$ cat src/rtl/frame_seq_pkg.sv
`timescale 1ns/1ps
package frame_seq_pkg;
  typedef enum logic [1:0] {
    OP_NONE     = 2'b00,
    OP_CALL_ABS = 2'b01,
    OP_CALL_REG = 2'b10,
    OP_RETURN   = 2'b11
  } frame_op_e;

  typedef enum logic [1:0] {
    ST_IDLE,
    ST_FIRST,
    ST_SECOND,
    ST_FINISH
  } seq_state_e;

  // Strobes from control to datapath
  typedef struct packed {
    logic load;          // capture operands
    logic second;        // second access is active
    logic captureFirst;  // first access handshake
    logic commit;        // second access handshake
  } seq_strobe_t;

  // Instruction lengths that set the return address
  localparam int unsigned ABS_CALL_BYTES = 6;
  localparam int unsigned REG_CALL_BYTES = 2;
endpackage

$ cat src/rtl/frame_seq_ctrl.sv
`timescale 1ns/1ps
module frame_seq_ctrl
  import frame_seq_pkg::*;
(
  input  logic        clk,
  input  logic        rstN,
  input  logic        startValid,
  input  logic [1:0]  opKind,
  input  logic        memReady,
  output logic        busy,
  output logic        memReq,
  output logic        donePulse,
  output seq_strobe_t strb
);
  seq_state_e state, stateNext;
  logic accept;
  logic handshake;

  assign accept    = (state == ST_IDLE) && startValid && (opKind != OP_NONE);
  assign memReq    = (state == ST_FIRST) || (state == ST_SECOND);
  assign handshake = memReq && memReady;
  assign busy      = (state != ST_IDLE);
  assign donePulse = (state == ST_FINISH);

  always_comb begin
    stateNext = state;
    case (state)
      ST_IDLE:   if (accept) stateNext = ST_FIRST;
      ST_FIRST:  if (handshake) stateNext = ST_SECOND;
      ST_SECOND: if (handshake) stateNext = ST_FINISH;
      default:   stateNext = ST_IDLE;
    endcase
  end

  always_ff @(posedge clk) begin
    if (!rstN) state <= ST_IDLE;
    else       state <= stateNext;
  end

  always_comb begin
    strb.load         = accept;
    strb.second       = (state == ST_SECOND);
    strb.captureFirst = (state == ST_FIRST) && handshake;
    strb.commit       = (state == ST_SECOND) && handshake;
  end

  // an access without ready keeps requesting
  assert_req_hold_R6: assert property (@(posedge clk) disable iff (!rstN)
    memReq && !memReady |=> memReq);
  // done lasts one cycle
  assert_done_single_R7: assert property (@(posedge clk) disable iff (!rstN)
    donePulse |=> !donePulse);
  // done follows a completed access
  assert_done_after_access_R7: assert property (@(posedge clk) disable iff (!rstN)
    $rose(donePulse) |-> $past(memReq && memReady));
endmodule

$ cat src/rtl/frame_seq_dp.sv
`timescale 1ns/1ps
module frame_seq_dp
  import frame_seq_pkg::*;
#(
  parameter int unsigned XLEN = 32
) (
  input  logic            clk,
  input  logic            rstN,
  input  seq_strobe_t     strb,
  input  logic            accessActive,
  input  logic [1:0]      opKind,
  input  logic [XLEN-1:0] curPc,
  input  logic [XLEN-1:0] curFp,
  input  logic [XLEN-1:0] curSp,
  input  logic [XLEN-1:0] target,
  input  logic [XLEN-1:0] memRdata,
  output logic [XLEN-1:0] memAddr,
  output logic [XLEN-1:0] memWdata,
  output logic            memWrite,
  output logic [XLEN-1:0] newPc,
  output logic [XLEN-1:0] newFp,
  output logic [XLEN-1:0] newSp
);
  localparam int unsigned WORD_BYTES = XLEN / 8;
  localparam logic [XLEN-1:0] ONE_WORD   = XLEN'(WORD_BYTES);
  localparam logic [XLEN-1:0] TWO_WORDS  = XLEN'(2 * WORD_BYTES);
  localparam logic [XLEN-1:0] FRAME_SIZE = XLEN'(3 * WORD_BYTES);

  logic            isCall;
  logic [XLEN-1:0] baseReg;    // sp for call, fp for return
  logic [XLEN-1:0] retReg;
  logic [XLEN-1:0] savedFp;
  logic [XLEN-1:0] tgtReg;
  logic [XLEN-1:0] firstWord;

  always_ff @(posedge clk) begin
    if (!rstN) begin
      isCall  <= 1'b0;
      baseReg <= '0;
      retReg  <= '0;
      savedFp <= '0;
      tgtReg  <= '0;
    end else if (strb.load) begin
      isCall  <= (opKind != OP_RETURN);
      baseReg <= (opKind == OP_RETURN) ? curFp : curSp;
      retReg  <= curPc + ((opKind == OP_CALL_ABS) ? XLEN'(ABS_CALL_BYTES)
                                                  : XLEN'(REG_CALL_BYTES));
      savedFp <= curFp;
      tgtReg  <= target;
    end
  end

  // Access address and data for the two steps
  always_comb begin
    if (isCall) begin
      memAddr  = strb.second ? (baseReg - FRAME_SIZE) : (baseReg - TWO_WORDS);
      memWdata = strb.second ? savedFp : retReg;
    end else begin
      memAddr  = strb.second ? (baseReg + ONE_WORD) : baseReg;
      memWdata = '0;
    end
    memWrite = accessActive && isCall;
  end

  always_ff @(posedge clk) begin
    if (!rstN) firstWord <= '0;
    else if (strb.captureFirst) firstWord <= memRdata;
  end

  always_ff @(posedge clk) begin
    if (!rstN) begin
      newPc <= '0;
      newFp <= '0;
      newSp <= '0;
    end else if (strb.commit) begin
      if (isCall) begin
        newPc <= tgtReg;
        newFp <= baseReg - FRAME_SIZE;
        newSp <= baseReg - FRAME_SIZE;
      end else begin
        newPc <= memRdata;
        newFp <= firstWord;
        newSp <= baseReg + FRAME_SIZE;
      end
    end
  end

  // the second call access is one word below the first
  assert_call_descend_R2: assert property (@(posedge clk) disable iff (!rstN)
    strb.captureFirst && isCall |=> memAddr == $past(memAddr) - ONE_WORD);
endmodule

$ cat src/rtl/frame_sequencer.sv
`timescale 1ns/1ps
module frame_sequencer
  import frame_seq_pkg::*;
#(
  parameter int unsigned XLEN = 32
) (
  input  logic            clk,
  input  logic            rstN,
  input  logic            startValid,
  input  logic [1:0]      opKind,
  input  logic [XLEN-1:0] curPc,
  input  logic [XLEN-1:0] curFp,
  input  logic [XLEN-1:0] curSp,
  input  logic [XLEN-1:0] target,
  output logic            busy,
  output logic            memReq,
  output logic            memWrite,
  output logic [XLEN-1:0] memAddr,
  output logic [XLEN-1:0] memWdata,
  input  logic [XLEN-1:0] memRdata,
  input  logic            memReady,
  output logic [XLEN-1:0] newPc,
  output logic [XLEN-1:0] newFp,
  output logic [XLEN-1:0] newSp,
  output logic            donePulse
);
  seq_strobe_t strb;

  frame_seq_ctrl i_ctrl (
    .clk(clk), .rstN(rstN), .startValid(startValid), .opKind(opKind),
    .memReady(memReady), .busy(busy), .memReq(memReq),
    .donePulse(donePulse), .strb(strb)
  );

  frame_seq_dp #(.XLEN(XLEN)) i_dp (
    .clk(clk), .rstN(rstN), .strb(strb), .accessActive(memReq),
    .opKind(opKind), .curPc(curPc), .curFp(curFp), .curSp(curSp),
    .target(target), .memRdata(memRdata), .memAddr(memAddr),
    .memWdata(memWdata), .memWrite(memWrite), .newPc(newPc),
    .newFp(newFp), .newSp(newSp)
  );

  // a stalled access keeps address, data and direction
  assert_access_stable_R6: assert property (@(posedge clk) disable iff (!rstN)
    memReq && !memReady |=> $stable(memAddr) && $stable(memWdata) && $stable(memWrite));
  // an idle block makes no access
  assert_idle_quiet_R8: assert property (@(posedge clk) disable iff (!rstN)
    !busy |-> !memReq && !memWrite);
endmodule

$ cat config.mk
export PLATFORM = sky130hd
export DESIGN_NAME = frame_sequencer
export DESIGN_NICKNAME = d
export VERILOG_FILES = /design/src/rtl/frame_seq_pkg.sv /design/src/rtl/frame_seq_ctrl.sv /design/src/rtl/frame_seq_dp.sv /design/src/rtl/frame_sequencer.sv
export SDC_FILE = /design/constraint.sdc
export NUM_CORES = 1
export LEC_CHECK = 0
export BUFFER_PORTS_ARGS = -buffer_cell sky130_fd_sc_hd__buf_2
export CAP_MARGIN = 20
export CORE_ASPECT_RATIO = 1.5
export CORE_UTILIZATION = 49
export CTS_CLUSTER_SIZE = 8
export DETAILED_ROUTE_END_ITERATION = 7
export PLACE_DENSITY = 0.81
export RECOVER_POWER = 25
export SYNTH_ARGS = -nofsm -noshare
export SYNTH_HDL_FRONTEND = slang
export SYNTH_SLANG_ARGS = --single-unit
$ cat constraint.sdc
create_clock -name clk -period 2.5 [get_ports clk]
set_clock_uncertainty 0.05 [all_clocks]
set_input_delay 0.25 -clock clk [delete_from_list [all_inputs] [get_ports clk]]
set_output_delay 0.25 -clock clk [all_outputs]
set_load 0.02 [all_outputs]
== After elaboration in Yosys (flattened, before gate mapping) ==
Cells that the tools add are included.

* Input bits: 166
* Logic and storage cells: 49
* Output and inout port bits: 164
* Bits in registers: 259

* $add $sub $neg: 5
* Reductions and logical operators: 11
* Mux-type cells: 14
* Equal/unequal tests: 9

{| class="wikitable"
|+ Operator list
! cell !! number
|-
| 2-to-1 mux 32 bit || 9
|-
| subtractor 32 x 4 -> 32 bit, second input constant || 2
|-
| adder 32 x 3 -> 32 bit, second input constant || 1
|-
| adder 32 bit || 1
|-
| adder 32 x 4 -> 32 bit, second input constant || 1
|-
| equality test 2 bit, second input constant || 3
|-
| logical AND 1 bit || 6
|-
| 2-to-1 mux 2 bit || 3
|-
| case mux 2 bit (3 select lines) || 1
|-
| equality test 2 x 1 -> 1 bit, second input constant || 2
|-
| inequality test 2 x 1 -> 1 bit, second input constant || 2
|-
| inequality test 2 bit, second input constant || 2
|-
| nonzero test 2 bit || 2
|-
| 2-to-1 mux 3 bit || 1
|-
| AND reduction 3 bit || 1
|-
| logical NOT 2 bit || 1
|-
| logical OR 1 bit || 1
|}

== Logic depth before layout (Yosys ltp) ==
* Depth after elaboration: 5
* Mapped depth: 11
* Gate-level depth less buffers: 8

== Hierarchy ==
Synthesis repeated with hierarchy kept, for this count alone.

* Cell total of the unflattened synthesis: 1640
* Area total of the unflattened synthesis: 13655.6 um2

{| class="wikitable"
|+ Modules (own cells, without submodules)
! module !! instances !! area each (um2) !! seq. area each (um2) !! cells an instance
|-
| frame_seq_dp || 1 || 13440.4 || 5144.9 || 1615
|-
| frame_seq_ctrl || 1 || 215.2 || 40.0 || 25
|}

== Worst setup path before layout ==
OpenSTA, ideal clock, no wires.

* Kind: register -> output
* From: register i_dp.baseReg[4]
* To: output memAddr[23]
* Buffers on the path: 1
* Cell stages (with the launch flop): 9
* Slack: -0.450 ns
* Data arrival time: 2.650 ns
* Required time: 2.200 ns
* Cells stage by stage: dfxtp_1 > clkbuf_1 > inv_1 > ha_1 > a21oi_1 > mux2i_1 > or4_1 > o41ai_1 > xor2_1

* Cells in the longest elaborated chain, start to end: 3
* Elaborated cells on any way between the ends: 6
* Classes of those cells: add/sub: 3; mux: 3

{| class="wikitable"
|+ RTL lines
! item !! RTL line !! source
|-
| start: declaration || frame_seq_dp.sv:30 || <nowiki>logic [XLEN-1:0] baseReg;</nowiki>
|-
| start signal: assignment || frame_seq_dp.sv:45 || <nowiki>baseReg <= (opKind == OP_RETURN) ? curFp : curSp;</nowiki>
|-
| adder 32 x 3 -> 32 bit / subtractor 32 x 4 -> 32 bit (equally long branches) || frame_seq_dp.sv:59, frame_seq_dp.sv:56 ||
|-
| 2-to-1 mux 32 bit (on tied branches) || frame_seq_dp.sv:59, frame_seq_dp.sv:56 ||
|-
| 2-to-1 mux 32 bit * || frame_seq_dp.sv:55 || <nowiki>if (isCall) begin</nowiki>
|-
| end: declaration || frame_sequencer.sv:18 || <nowiki>output logic [XLEN-1:0] memAddr,</nowiki>
|}

Every way passes the cells marked *; elsewhere a longest branch is shown, timed or not.

== Final worst setup path ==
* From: register i_dp.baseReg[9]
* To: output memAddr[27]

Same word-level chain as after synthesis.

==> results.txt <==
status - complete, but fails checks
failing checks - negative setup slack
H-tree levels - 2
CP max stage cell - or4_4
Crit Path Class - reg2out
Starting Density - 0.502
clock sink count - 259
Slew @ Worst Pin - 0.754 ns
clk root buf - clkbuf_16
fin crit period - 2.87 ns
critical path, cell by cell - nor4_4, nand3_1, or4_4, buf_6, o22ai_4, xor2_4, buf_6
Detail Placement HPWL - 36,400 um
GR Util All Layers - 0.397
CP Depth - 7
layout cell share with drive strength beyond 1 - 0.269
RSZ-0062 raised after global routing - true
Wirelength per Cell - 21.9 um
Crit Path Max Fanout - 5
Layout Cells excl Fill - 2,624
Crit path largest cell delay - 0.60 ns
final slew viol count - 0
FF-to-FF path depth - 7
Die Span X - 137 um
sum of negative setup slack - -6.22 ns
ys flop type - dfxtp_1
Net Switching - 7.16 mW
Post-Route WL - 57,500 um
clock share of power - 0.255
vias per cell - 6.18
Flop pwr share - 0.295
Final #Nets - 2,461
die height - 205 um
max frequency - 0.348 GHz
fraction of power spent switching nets - 0.397
Hold Path Stages - 3
commonest cells after routing, fill and taps aside - nand2_1 (302), dfxtp_1 (238), buf_2 (207)
Cell Pwr Density - 912 mW/mm2
Arr. time, crit path - 2.57 ns
Crit. End Element - output port
Multi-input gate area - 0.00832 mm2
max cap viols - 0
Leak - 7.67 nW
Ports - 330
initial antenna violation count - 1
internal power - 10.9 mW
cells after synthesis - 1,748
die area - 0.0281 mm2
Clock Pin Slew Worst Setup and Hold Paths - 0.05 ns
Inst Count DP - 2,398
area leader, netlist - dfxtp_1
PortBufs - 329
post-layout util - 0.739
synthesis-to-finish area growth - 47.2%
Post-synth EDFFs - 0
top cell type's share of synthesized area - 0.386
most frequent CP cell - buf_6
vias in the first global route - 15,800
Comb power frac - 0.450
site row count - 73
Worst VDD drop - 776 uV
drt first-iter violations - 1,390
critical path buffer and inverter count - 2
pin count of the biggest net entering global routing - 74
commonest non-fill, non-tap cell in the layout - nand2_1
type of the most critical hold path - in2reg
part of the Yosys area used for sequential elements - 0.386
mapped cell area - 0.0134 mm2
global-route wire length before repair - 85,400 um
worst reg-to-reg setup slack - 0.05 ns
Worst slew margin - 0.498
GRT overflow - 0
total CTS buffers - 38
post-route ant nets - 0
post-synthesis register bit count - 259
startpoint types - register
Netlist cell types - 69
final hold viol count - 0
fillers - 1,958
Sequential Area - 0.00523 mm2
Clk Latency, worst-skew pair - 0.54 ns
core area - 0.0268 mm2
RD Place Congestion - 0.951
Syn Area/Cell - 7.69 um2
synth top area cells - dfxtp_1 (39%), nand2_1 (8.5%), a21oi_1 (5.8%)
Top Family by Delay on Critical Path - simple AND/OR/NAND/NOR gates
TritonCTS clock tree - built
final setup fails - 27
CTS Buffer Depth - 3
final worst setup slack - -0.372 ns
DRC Markers - 0
DRT Pass-1 Iters - 7
via count - 16,200
fraction of registers with async set/reset - 0
Critical Path RT - 2.20 ns
Warnings, synthesis - 0
syn nets - 1,926
part of the cycle the worst path needs - 1.15
[final timing paths]
path                                  from                      endpoint
max           i_dp.baseReg[9]$_SDFFE_PN0P_                   memAddr[27]
min                              curPc[15]  i_dp.retReg[15]$_SDFFE_PN0P_
max reg2reg  i_dp.baseReg[14]$_SDFFE_PN0P_   i_dp.newSp[26]$_SDFFE_PN0P_
min reg2reg    i_dp.retReg[3]$_SDFFE_PN0P_   i_dp.retReg[3]$_SDFFE_PN0P_
[power groups by stage]
| stage | Sequential (mW) | Clock, mW | Combinational [mW] |
|---|---|---|---|
| 2_1_floorplan | 5.33 | 0 | 3.95 |
| 3_3_place_gp | 5.25 | 0 | 6.54 |
| 3_5_place_dp | 5.28 | 0 | 6.61 |
| 4_1_cts | 5.26 | 4.57 | 7.60 |
| 5_1_grt | 5.37 | 4.77 | 8.56 |
| 6_report | 5.32 | 4.60 | 8.12 |
[synthesized netlist by cell type, types with 30 or more instances]
cell,count
nand2_1,306
dfxtp_1,259
nor2_1,173
a21oi_1,156
clkbuf_1,139
mux2i_1,77
nand3_1,74
o21ai_0,67
a211oi_1,57
xnor2_1,50
nor3_1,39
a311oi_1,36
xor2_1,34
nand4_1,30
[cell type report]
class | count | area share
clock buffer | 40 | 0.0495
timing repair buffer | 660 | 0.238
clock inverter | 3 | 0.00183
multi-input combinational | 1307 | 0.421
antenna | 1 | 0.000127
sequential | 259 | 0.264
tap | 337 | 0.0213
inverter | 17 | 0.00361
[state kept, by name (all words and copies together) (netlist names)]
signal and cells:
i_dp.newPc 32, i_dp.newSp 32, i_dp.tgtReg 32, i_dp.firstWord 32
i_dp.newFp 32, i_dp.baseReg 32, i_dp.isCall 1, i_dp.savedFp 32
i_dp.retReg 32, i_ctrl.state 2
[tightest hold or removal path: cells and delay by family]
kind | cells | cell delay [ns]
xor+xnor | 1 | 0.12
buf+inv | 1 | 0.11
compound gates | 1 | 0.06
[metal layers]
metal,part of all wire,wire (um),track usage,up-vias
met3,0.083,4780,0.0760,326
met1,0.34,19600,0.427,7592
met5,0,0,0,-
met2,0.49,28300,0.681,1057
met4,0.085,4880,0.297,0
li1,-,-,-,7230
[per-stage QoR]
step	hold slack, ns	setup WS [ns]	cell area (um2)	power [mW]
2_1_floorplan	0.296	-0.0169	13600	9.28
3_3_place_gp	0.383	-0.00500	16200	11.8
3_5_place_dp	0.395	-0.0185	16200	11.9
4_1_cts	0.000714	-0.391	19600	17.4
5_1_grt	0.0191	-0.452	19800	18.7
6_report	0.0120	-0.372	19800	18.0
[what timing repair did]
action                                 4_1_cts  5_1_grt
endpoints found under the hold margin      131        1
setup endpoints to repair                   33       60
gates resized for setup                    166       37
pin swaps                                   46       26
hold buffers                               135        1
buffers inserted                            33        9
gates cloned                                 2        2
[cell families after synthesis]
group / count (synthesis) / share of synthesized area
AO/OA/AOI/OAI: 384 / 0.179
XOR/XNOR: 84 / 0.0548
adder cells (fa/ha/maj): 12 / 0.0117
buffers and inverters: 183 / 0.0530
flip-flops: 259 / 0.386
multiplexers: 77 / 0.0574
AND/OR/NAND/NOR: 749 / 0.258
No activity file was read; power rests on OpenSTA's default activity.
